`config.mk`:
```
export PLATFORM = sky130hd
export DESIGN_NAME = fhd_status_guard
export DESIGN_NICKNAME = d
export VERILOG_FILES = /design/src/rtl/fhd_status_pkg.sv /design/src/rtl/fhd_trk_guard.sv /design/src/rtl/fhd_inhibit_timer.sv /design/src/rtl/fhd_sticky_bits.sv /design/src/rtl/fhd_status_guard.sv
export SDC_FILE = /design/constraint.sdc
export NUM_CORES = 1
export LEC_CHECK = 0
export BUFFER_PORTS_ARGS = -buffer_cell sky130_fd_sc_hd__buf_2
export CAP_MARGIN = 5
export CELL_PAD_IN_SITES_DETAIL_PLACEMENT = 2
export CELL_PAD_IN_SITES_GLOBAL_PLACEMENT = 2
export CORE_AREA = 2 2 78 80
export CTS_CLUSTER_DIAMETER = 80
export DETAILED_ROUTE_END_ITERATION = 7
export DIE_AREA = 0 0 80 82
export PLACE_DENSITY_LB_ADDON = 0.1
export SLEW_MARGIN = 10
export SYNTH_ARGS = -nofsm -noshare
export SYNTH_HDL_FRONTEND = slang
export SYNTH_HIERARCHICAL = 1
export SYNTH_SLANG_ARGS = --single-unit
```
`constraint.sdc`:
```
create_clock -name clk -period 2.3 [get_ports clk]
set_input_delay 0.345 -clock clk [delete_from_list [all_inputs] [get_ports clk]]
set_output_delay 0.345 -clock clk [all_outputs]
set_load 0.005 [all_outputs]
```
`src/rtl/fhd_status_pkg.sv`:
```
package fhd_status_pkg;
  localparam int STATUS_W = 16;
  localparam int NSEC_W   = 7;
  // status bit positions (decoded by host software)
  localparam int B_SCP  = 15;
  localparam int B_NSLO = 8;
  localparam int B_RDY  = 7;
  localparam int B_RIF  = 6;
  localparam int B_SAC  = 5;
  localparam int B_ABO  = 3;
  localparam int B_WEN  = 2;
  localparam int B_PER  = 1;
  localparam int B_BSY  = 0;

  typedef struct packed {
    logic sac;
    logic abo;
    logic per;
  } sticky_t;
endpackage

```
`src/rtl/fhd_trk_guard.sv`:
```
module fhd_trk_guard #(
  parameter int TRK_W        = 10,
  parameter int DISK_MAX_CNT = 128
) (
  input  logic             drum_mode,
  input  logic             prot_sw,
  input  logic [TRK_W-1:0] prot_count,
  input  logic [TRK_W-1:0] cur_trk,
  output logic             wen
);
  logic [TRK_W-1:0] limit;

  generate
    if (DISK_MAX_CNT < (1 << TRK_W)) begin : g_clamp
      localparam logic [TRK_W-1:0] DISK_CAP = TRK_W'(DISK_MAX_CNT);
      always_comb begin
        if (!drum_mode && (prot_count > DISK_CAP)) limit = DISK_CAP;
        else                                       limit = prot_count;
      end
    end else begin : g_noclamp
      always_comb limit = prot_count;
    end
  endgenerate

  always_comb wen = !prot_sw || (cur_trk >= limit);
endmodule

```
`src/rtl/fhd_inhibit_timer.sv`:
```
module fhd_inhibit_timer #(
  parameter int INH_WORDS = 64
) (
  input  logic clk,
  input  logic rst,
  input  logic load,
  input  logic tick,
  output logic active
);
  localparam int TW = $clog2(INH_WORDS + 1);
  localparam logic [TW-1:0] RELOAD = TW'(INH_WORDS);

  logic [TW-1:0] cnt;

  always_ff @(posedge clk) begin
    if (rst)                     cnt <= '0;
    else if (load)               cnt <= RELOAD;
    else if (tick && cnt != '0)  cnt <= cnt - 1'b1;
  end

  always_comb active = (cnt != '0);

  p_tmr_load_r6: assert property (@(posedge clk) disable iff (rst)
    $past(!rst && load) |-> cnt == RELOAD);
  p_tmr_step_r6: assert property (@(posedge clk) disable iff (rst)
    $past(!rst && tick && !load && cnt != '0) |-> cnt == $past(cnt) - 1'b1);
endmodule

```
`src/rtl/fhd_sticky_bits.sv`:
```
module fhd_sticky_bits
  import fhd_status_pkg::*;
(
  input  logic    clk,
  input  logic    rst,
  input  logic    drum_mode,
  input  logic    attached,
  input  logic    start,
  input  logic    sec_match,
  input  logic    ctl_clear,
  input  logic    write_done,
  output sticky_t bits
);
  always_ff @(posedge clk) begin
    if (rst) begin
      bits <= '0;
    end else if (start) begin
      bits.sac <= 1'b0;
      bits.per <= 1'b0;
      bits.abo <= !attached;
    end else begin
      if (ctl_clear)      bits.sac <= 1'b0;
      else if (sec_match) bits.sac <= 1'b1;
      if (write_done && !drum_mode) bits.per <= 1'b1;
    end
  end

  p_start_clears_r11: assert property (@(posedge clk) disable iff (rst)
    $past(!rst && start) |-> (!bits.sac && !bits.per && bits.abo == !$past(attached)));
  p_sac_clear_r8: assert property (@(posedge clk) disable iff (rst)
    $past(!rst && ctl_clear && !start) |-> !bits.sac);
  p_drum_no_par_r10: assert property (@(posedge clk) disable iff (rst)
    $past(!rst && drum_mode && !start) && !$past(bits.per) |-> !bits.per);
endmodule

```
`src/rtl/fhd_status_guard.sv`:
```
module fhd_status_guard
  import fhd_status_pkg::*;
#(
  parameter int TRK_W        = 10,
  parameter int DISK_MAX_CNT = 128,
  parameter int INH_WORDS    = 64
) (
  input  logic                clk,
  input  logic                rst,
  input  logic                drum_mode,
  input  logic                prot_sw,
  input  logic [TRK_W-1:0]    prot_count,
  input  logic [TRK_W-1:0]    cur_trk,
  input  logic                wr_dir,
  input  logic                attached,
  input  logic                busy,
  input  logic                scp_flag,
  input  logic [NSEC_W-1:0]   next_sec,
  input  logic                cw_load,
  input  logic                word_tick,
  input  logic                sec_match,
  input  logic                ctl_clear,
  input  logic                start,
  input  logic                write_done,
  input  logic                wr_req,
  output logic [STATUS_W-1:0] status_word,
  output logic                mem_we
);
  logic    wen;
  logic    inh_active;
  sticky_t sticky;
  logic [STATUS_W-1:0] nxt;

  fhd_trk_guard #(.TRK_W(TRK_W), .DISK_MAX_CNT(DISK_MAX_CNT)) u_guard (
    .drum_mode (drum_mode),
    .prot_sw   (prot_sw),
    .prot_count(prot_count),
    .cur_trk   (cur_trk),
    .wen       (wen)
  );

  fhd_inhibit_timer #(.INH_WORDS(INH_WORDS)) u_inh (
    .clk   (clk),
    .rst   (rst),
    .load  (cw_load && !drum_mode),
    .tick  (word_tick),
    .active(inh_active)
  );

  fhd_sticky_bits u_sticky (
    .clk       (clk),
    .rst       (rst),
    .drum_mode (drum_mode),
    .attached  (attached),
    .start     (start),
    .sec_match (sec_match),
    .ctl_clear (ctl_clear),
    .write_done(write_done),
    .bits      (sticky)
  );

  always_comb begin
    nxt = '0;
    nxt[B_SCP]                   = scp_flag && attached;
    nxt[B_NSLO +: NSEC_W]        = attached ? next_sec : '0;
    nxt[B_RDY]                   = attached;
    nxt[B_RIF]                   = inh_active && !wr_dir && attached;
    nxt[B_SAC]                   = sticky.sac;
    nxt[B_ABO]                   = sticky.abo;
    nxt[B_WEN]                   = wen;
    nxt[B_PER]                   = sticky.per;
    nxt[B_BSY]                   = busy && attached;
  end

  always_ff @(posedge clk) begin
    if (rst) begin
      status_word <= '0;
      mem_we      <= 1'b0;
    end else begin
      status_word <= nxt;
      mem_we      <= wr_req && wen;
    end
  end

  p_we_needs_wen_r5: assert property (@(posedge clk) disable iff (rst)
    mem_we |-> status_word[B_WEN]);
  p_we_needs_req_r5: assert property (@(posedge clk) disable iff (rst)
    mem_we |-> $past(wr_req));
  p_unattached_zero_r2: assert property (@(posedge clk) disable iff (rst)
    $past(!rst && !attached) |-> (status_word[15:6] == '0 && !status_word[B_BSY]));
  p_switch_off_r3: assert property (@(posedge clk) disable iff (rst)
    $past(!rst && !prot_sw) |-> status_word[B_WEN]);
  p_bit4_zero_r1: assert property (@(posedge clk) disable iff (rst)
    !status_word[4]);
endmodule

```
Word level (Yosys, flattened, before mapping):

Index checks and enable logic that the tools add are counted.

* order comparisons: 2
* $add $sub $neg: 1
* multiplexer cells: 3
* reduce and logical (&&, ||, !) cells: 20
* bitwise operators: 1

Operators by type and width (count)
* two-way mux 7 bit: 2
* greater-or-equal comparator 10 bit: 1
* > comparator 10 x 8 -> 1 bit, second input constant: 1
* two-way mux 10 bit: 1
* logical AND 1 bit: 9
* nonzero test 7 bit: 1
* subtractor 7 x 1 -> 7 bit, second input constant: 1
* OR reduction 2 bit: 3
* logical NOT 1 bit: 4
* OR reduction 3 bit: 1
* nonzero test 2 bit: 1
* logical OR 1 bit: 1
* NOT 1 bit: 1

* input port bits: 42
* flip-flop bits (word level): 27
* output and inout port bits: 17
* logic and storage cells: 36

Depth between registers and ports, before layout:

Gate-level depths: netlist of the first run.

* depth after elaboration: 6
* depth in mapped cells: 10
* depth with buffers taken out: 10

By module:

Netlist of the first run, hierarchy kept.

Modules (own cells, without submodules)
* fhd_status_guard: sequential area each 320.3 sq um, instances 1, area an instance 489.2 sq um, cells each 37
* fhd_inhibit_timer: sequential area each 140.1 sq um, instances 1, area an instance 386.6 sq um, cells each 43
* fhd_trk_guard: sequential area each 0.0 sq um, instances 1, area an instance 295.3 sq um, cells each 41
* fhd_sticky_bits: sequential area each 60.1 sq um, instances 1, area an instance 105.1 sq um, cells each 10

Least setup slack after synthesis of the first run:

No wires, ideal clock.

* path kind: input to register
* from: input port prot_count[3]
* to: register mem_we
* data arrival time: 2.460 ns
* stages: 9
* setup slack: -0.219 ns
* required time: 2.241 ns
* library setup time: 0.059 ns
* path buffers: 0
* path through: or4_1 o41ai_2 a21o_2 nand2_1 ha_1 nand4_1 or4_1 o211ai_1 and3b_2

* word-level cells in the longest chain between the ends: 6

Ends and longest elaborated chain
* start: declaration: RTL line fhd_status_guard.sv:12 `input logic [TRK_W-1:0] prot_count,`
* > comparator 10 x 8 -> 1 bit: RTL line fhd_trk_guard.sv:17 `if (!drum_mode && (prot_count > DISK_CAP)) limit = DISK_CAP;`
* logical AND 1 bit: RTL line fhd_trk_guard.sv:17
* two-way mux 10 bit *: RTL line fhd_trk_guard.sv:17
* greater-or-equal comparator 10 bit *: RTL line fhd_trk_guard.sv:25 `always_comb wen = !prot_sw || (cur_trk >= limit);`
* logical OR 1 bit *: RTL line fhd_trk_guard.sv:25
* named net nxt[2]: RTL line fhd_status_guard.sv:32 `logic [STATUS_W-1:0] nxt;`
* logical AND 1 bit *: RTL line fhd_status_guard.sv:81 `mem_we <= wr_req && wen;`
* end signal: assignment: RTL line fhd_status_guard.sv:81
* end: declaration: RTL line fhd_status_guard.sv:27 `output logic mem_we`

The timed path passes the listed nets; every way through them passes the cells marked *.
A chain may end at the register's enable or synchronous reset.

Final worst setup path of the first run:

Ends and elaborated chain as after synthesis.

==> impl_metrics.toml, run 1 <==
[setup_path]
worstPathCellList = "buf_6 > or4_4 > o41ai_4 > a21o_4 > nand2_1 > ha_1 > nand2_2 > or4_1 > o211ai_1 > and3b_2"
r2r_start = "u_inh/cnt[0]"
crit_path_start_kind = "input port"
required_ns = 2.52
r2r_end = "u_inh/cnt[4]"
cp.arrival_ns = 2.69
regToRegSetupSlack_ns = 0.53
slowest_stage = "or4_4"
cp-end-kind = "flip-flop"
path_max_fanout = 6
rr_worst_depth = 6
cp_slowest_stage_delay_ns = 0.55
criticalPathCategory = "in -> reg"

[place]
globalplace.congestion = 0.749
io_buffers = 57
place_area_um2 = 1650
dp_hpwl_um = 2920

[synth]
synth_nets = 185
synthCells = 131
yosysSeqAreaShare = 0.408
syn_area_per_cell_um2 = 9.74
synth.distinct_cells = 36
ys_ff_latch = 26
netlist_area_um2 = 1280
yosysWarnings = 6

[cells_and_area]
diodes = 0
area_growth_pct = 41.8
n_fill_cell = 685
layout_commonest_cell = "buf_2"
final_area_um2 = 1810
final_layout_size_suffix_gt1_frac = 0.453
mostFrequentLayoutCells = "buf_2 (55), dfxtp_1 (26), nor2_1 (16), ha_1 (9)"
nets = 247

[clock_network]
cts.sinks = 26
clock_latency_ns = 0.27
numCtsBuffers = 3
clkTransAtPathRegs_ns = 0.09
cts-root-buf = "clkbuf_8"
cts_tree = "yes"
cts_buffer_depth = 2
ctsHtreeMaxLevel = 1

[die]
io_pins = 59
core_area_um2 = 5750
dieArea_um2 = 6560
start_util = 0.222
dieHeight_um = 82
fp.dieW_um = 80
num_rows = 28

[timing]
skew_ns = 0.00240
layout_setup_ws_ns = -0.171
drv_slew = 0
rsz0062_at_grt = "yes"
finalHoldViolCount = 0
fmax_mhz = 405
setup_viol = 2
min_period_over_period = 1.07
final.min_clock_period_ns = 2.47
timing.setup.tns_ns = -0.308

[min_path]
hold_path.class = "in -> reg"
hold-path-endpoint = "u_sticky/bits[2]"
hold_path.startpoint = "ctl_clear"
min_path_cells = 2

[routing]
totalWireLength_um = 3550
vias = 1174
dr.pass1.iters = 2
via_per_inst = 4.40
drt-initial-drc-count = 26
post-route-drc-count = 0
antenna_left = 0
wire_per_inst_um = 13.3

[power]
vdd_ir_drop_max_v = 0.000264
p_leak_nw = 0.846
p_per_area_nw_per_um2 = 800
total_power_w = 0.00145

[run_status]
violations = "negative setup slack"
status = "complete, but fails checks"

[flow_run]
cap_violations = 0

[grt]
grt_usage = 0.109
grt_max_degree = 22
grt_pass1_wl_um = 5530
grt_pass1_vias = 1201
grt_antenna_before_repair = 0
grt.overflow.total = 0
==> cell usage after synthesis (all sizes together) <==
| cell type | number | area share |
|---|---|---|
| or4 | 2 | 0.012 |
| a311o | 1 | 0.0078 |
| and4bb | 1 | 0.0098 |
| nor2b | 8 | 0.039 |
| nand4 | 2 | 0.0098 |
| a2111oi | 1 | 0.0078 |
| xnor2 | 3 | 0.021 |
| a21boi | 1 | 0.0088 |
| conb | 1 | 0.0029 |
| or2 | 1 | 0.0049 |
| o41ai | 1 | 0.013 |
| a21oi | 4 | 0.016 |
| ha | 12 | 0.12 |
| nor4b | 1 | 0.012 |
| a21o | 1 | 0.0069 |
| nand2 | 13 | 0.038 |
| nor2 | 16 | 0.047 |
| nand2b | 1 | 0.0049 |
| or4b | 1 | 0.0078 |
| o21a | 2 | 0.012 |
| o211ai | 1 | 0.0059 |
| inv | 4 | 0.012 |
| o21ai | 1 | 0.0039 |
| a211oi | 6 | 0.035 |
| nor3 | 2 | 0.0078 |
| nor4 | 2 | 0.026 |
| buf | 2 | 0.015 |
| nor3b | 1 | 0.0059 |
| nand3 | 1 | 0.0039 |
| and3b | 10 | 0.072 |
| clkbuf | 2 | 0.0069 |
| dfxtp | 26 | 0.41 |
==> worst max-delay path, delay by kind of cell <==
kind / cells / cell delay [ns]
AND/OR/NAND/NOR: 5 / 1.38
AO/OA/AOI/OAI: 3 / 0.59
adder cells (fa/ha/maj): 1 / 0.29
buffers and inverters: 1 / 0.09
==> flip-flops by register name, indices dropped and copies added (netlist names) <==
signal         count
u_inh/cnt          7
u_sticky/bits      3
status_word       15
mem_we             1
==> repair_timing <==
item / in CTS / in global routing
gates resized for setup: 3 / 13
pin swaps: 2 / 2
hold endpoints to repair: 0 / 0
endpoints found under the setup margin: 2 / 2
hold buffers: 0 / 0
gates cloned: 0 / 0
buffers inserted: 1 / 1
==> per-layer routing <==
layer / global-route usage / routed length, µm / part of all wire / up-vias
met5: 0 / 0 / 0 / -
met4: 0.0356 / 33 / 0.0093 / 0
met3: 0.0154 / 198 / 0.056 / 2
met2: 0.200 / 1850 / 0.52 / 36
met1: 0.129 / 1470 / 0.41 / 552
li1: - / - / - / 584
==> where the power goes <==
part / total, W / internal (W) / leakage [nW] / switching (W)
combinational: 0.000559 / 0.000269 / 0.604 / 0.000290
clock: 0.000294 / 0.000153 / 0.0288 / 0.000141
sequential: 0.000595 / 0.000519 / 0.214 / 0.0000762
total: 0.00145 / 0.000941 / 0.846 / 0.000507
==> area by class of cell <==
class | instances | area [µm²] | area share
clock buffers | 4 | 55.1 | 0.0304
inverters | 4 | 15.0 | 0.00830
multi-input cells | 97 | 793 | 0.438
flip-flops and latches | 26 | 520 | 0.288
well taps | 75 | 93.8 | 0.0519
repair buffers | 61 | 332 | 0.183
==> kinds of logic after synthesis <==
family	count (synthesis)	synth area share
DFF	26	0.408
xor gates and xnor gates	3	0.0206
and+or+nand+nor	62	0.301
AOI/OAI and AO/OA	19	0.117
other	1	0.00294
buffers and inverters	8	0.0333
adders and majority gates	12	0.118
==> worst max-delay path by stage <==
stage,from,endpoint,slack [ns],depth (start not counted)
floorplan,prot_count[3],mem_we,-0.18,9
global placement,prot_count[3],mem_we,-0.40,10
detailed placement,prot_count[3],mem_we,-0.55,10
CTS,prot_count[3],mem_we,-0.20,10
global route,prot_count[3],mem_we,-0.26,10
finish,prot_count[3],mem_we,-0.17,10
==> per-stage QoR <==
stage          hold slack, ns  setup WS [ns]   util  cells
2_1_floorplan           0.415         -0.181      -    131
3_3_place_gp            0.446         -0.401  0.287    261
3_5_place_dp            0.461         -0.547  0.287    261
4_1_cts                 0.238         -0.195  0.302    266
5_1_grt                 0.224         -0.256  0.315    267
6_report                0.241         -0.171  0.315    267
(Power assumes the default switching activity.)
==> inputs of run 2 (changes only) <==
--- a/config.mk
+++ b/config.mk
@@ -5,7 +5,7 @@
 export SDC_FILE = /design/constraint.sdc
 export NUM_CORES = 1
 export LEC_CHECK = 0
-export BUFFER_PORTS_ARGS = -buffer_cell sky130_fd_sc_hd__buf_2
+export BUFFER_PORTS_ARGS = -buffer_cell sky130_fd_sc_hd__clkbuf_2
 export CAP_MARGIN = 5
 export CELL_PAD_IN_SITES_DETAIL_PLACEMENT = 2
 export CELL_PAD_IN_SITES_GLOBAL_PLACEMENT = 2
@@ -14,6 +14,7 @@
 export DETAILED_ROUTE_END_ITERATION = 7
 export DIE_AREA = 0 0 80 82
 export PLACE_DENSITY_LB_ADDON = 0.1
+export SKIP_LAST_GASP = 1
 export SLEW_MARGIN = 10
 export SYNTH_ARGS = -nofsm -noshare
 export SYNTH_HDL_FRONTEND = slang
==> impl_metrics.toml, run 2 (synthesized netlist as in run 1, its figures left out) <==
[run_status]
status = "complete, but fails checks"
violations = "negative setup slack"

[clock_network]
cts.sinks = 26
cts_tree = "yes"
cts-root-buf = "clkbuf_8"
cts_hold_buf = 0
cts_buffer_depth = 2
clkTransAtPathRegs_ns = 0.08
numCtsBuffers = 3
clock_latency_ns = 0.27
ctsHtreeMaxLevel = 1

[place]
place_area_um2 = 1650
io_buffers = 57
numPlacedInstances = 262
globalplace.congestion = 0.746
dp_hpwl_um = 2900

[cells_and_area]
n_fill_cell = 679
area.sequential_um2 = 520
fin_cells = 268
top_register = "status_word"
multi_input_area_um2 = 764
layout_commonest_cell = "clkbuf_2"
diodes = 0
area_growth_pct = 40.6
top_regs = "status_word x15, u_inh/cnt x7, u_sticky/bits x3"
nets = 248
mostFrequentLayoutCells = "clkbuf_2 (56), dfxtp_1 (26), nor2_1 (16), nand2_1 (9), ha_1 (9)"
final_layout_size_suffix_gt1_frac = 0.435
largest_register_ffs = 15
final_area_um2 = 1790

[grt]
grt_usage = 0.111
grt_pass1_vias = 1257
grt_pass1_wl_um = 5730
grt_antenna_before_repair = 0
grt_max_degree = 21
grt.overflow.total = 0

[power]
clkPwrFrac = 0.248
p_per_area_nw_per_um2 = 847
vdd_ir_drop_max_v = 0.000226
intPower_w = 0.00102
total_power_w = 0.00152
p_sw_frac = 0.331
seq_power_share = 0.392
p_leak_nw = 0.844
p_comb_frac = 0.360
switchingPower_w = 0.000504

[routing]
via_per_inst = 4.39
wire_per_inst_um = 13.1
vias = 1176
drt-initial-drc-count = 9
antenna_left = 0
post-route-drc-count = 0
dr.pass1.iters = 4
totalWireLength_um = 3520

[setup_path]
cp-end-kind = "flip-flop"
worstPathCellList = "buf_6 > or4_4 > o41ai_2 > a21o_2 > nand2_1 > ha_1 > nand2_2 > or4_1 > o211ai_1 > and3b_2"
cp.arrival_ns = 2.69
path_max_fanout = 6
slowest_stage = "or4_4"
crit_path_start_kind = "input port"
crit_family = "simple AND/OR/NAND/NOR gates"
r2r_start = "u_inh/cnt[0]"
criticalPathCategory = "in -> reg"
required_ns = 2.51
crit_buf_inv = 1
cp_slowest_stage_delay_ns = 0.53
critPathLaunch = "prot_count[3]"

[die]
dieHeight_um = 82
core_area_um2 = 5750
io_pins = 59
dieArea_um2 = 6560
start_util = 0.222
num_rows = 28
fp.dieW_um = 80

[timing]
final.min_clock_period_ns = 2.48
min_period_over_period = 1.08
drv_slew = 0
skew_ns = 0.0119
rsz0062_at_grt = "yes"
layout_setup_ws_ns = -0.181
setup_viol = 2
finalHoldViolCount = 0
fmax_mhz = 403
hold_ws_ns = 0.250

[min_path]
hold_path.startpoint = "ctl_clear"
hold_path.class = "in -> reg"

[flow_run]
cap_violations = 0
[run 2: changes by cell type in the layout (fill, tap and decap cells not counted), moves of 2 or more]
| cell | before | now |
|---|---|---|
| buf_4 | 3 | 5 |
| nand2_2 | 6 | 4 |
| nand2_1 | 7 | 9 |
| buf_6 | 3 | 1 |
| buf_2 | 55 | 0 |
| clkbuf_2 | 0 | 56 |
[run 2: what timing repair did]
item	4_1_cts	5_1_grt
pin swaps	2	4
buffers inserted	2	0
gates resized for setup	4	4
setup endpoints to repair	2	2
[run 2: per-layer routing]
layer	GRT usage	vias to the layer above	share of wire	routed length [µm]
li1	-	587	-	-
met3	0.0209	4	0.060	211
met5	0	-	0	0
met1	0.117	547	0.39	1380
met2	0.218	38	0.54	1890
met4	0.0407	0	0.013	44
[run 2: power groups by stage]
| stage | logic, W | registers (W) | clock network (W) |
|---|---|---|---|
| after CTS | 0.000557 | 0.000597 | 0.000398 |
| after detailed placement | 0.000544 | 0.000607 | 0 |
| after floorplan | 0.000393 | 0.000593 | 0 |
| after global placement | 0.000520 | 0.000603 | 0 |
| final | 0.000548 | 0.000596 | 0.000377 |
| after global routing | 0.000619 | 0.000607 | 0.000409 |
[run 2: cell type report]
class,count,share of cell area
clock buffers,3,0.0230
clock inverters,1,0.0167
inverters,4,0.00837
multi-input cells,97,0.426
flip-flops and latches,26,0.290
well taps,75,0.0523
repair buffers,62,0.183
[run 2: metrics by stage]
step,TNS (ns),setup slack (ns),utilization
after detailed placement,-0.899,-0.471,0.288
after CTS,-0.322,-0.183,0.308
after floorplan,-0.315,-0.181,-
after global placement,-0.730,-0.387,0.288
after global routing,-0.437,-0.233,0.312
final,-0.321,-0.181,0.312
[run 2: worst paths after layout]
kind	endpoint	cells past startpoint	slack, ns
max reg2reg	u_inh/cnt[4]	6	0.54
min reg2reg	u_sticky/bits[0]	1	0.47
max	mem_we	10	-0.18
min	u_sticky/bits[2]	2	0.25
[run 2: worst reg2reg max path, cell delays in order, from the launching register on]
cell and delay [ns]:
dfxtp_1 0.41, inv_1 0.09, ha_1 0.22, nor2b_1 0.19, a2111oi_1 0.50, xnor2_1 0.19, nor2_1 0.06
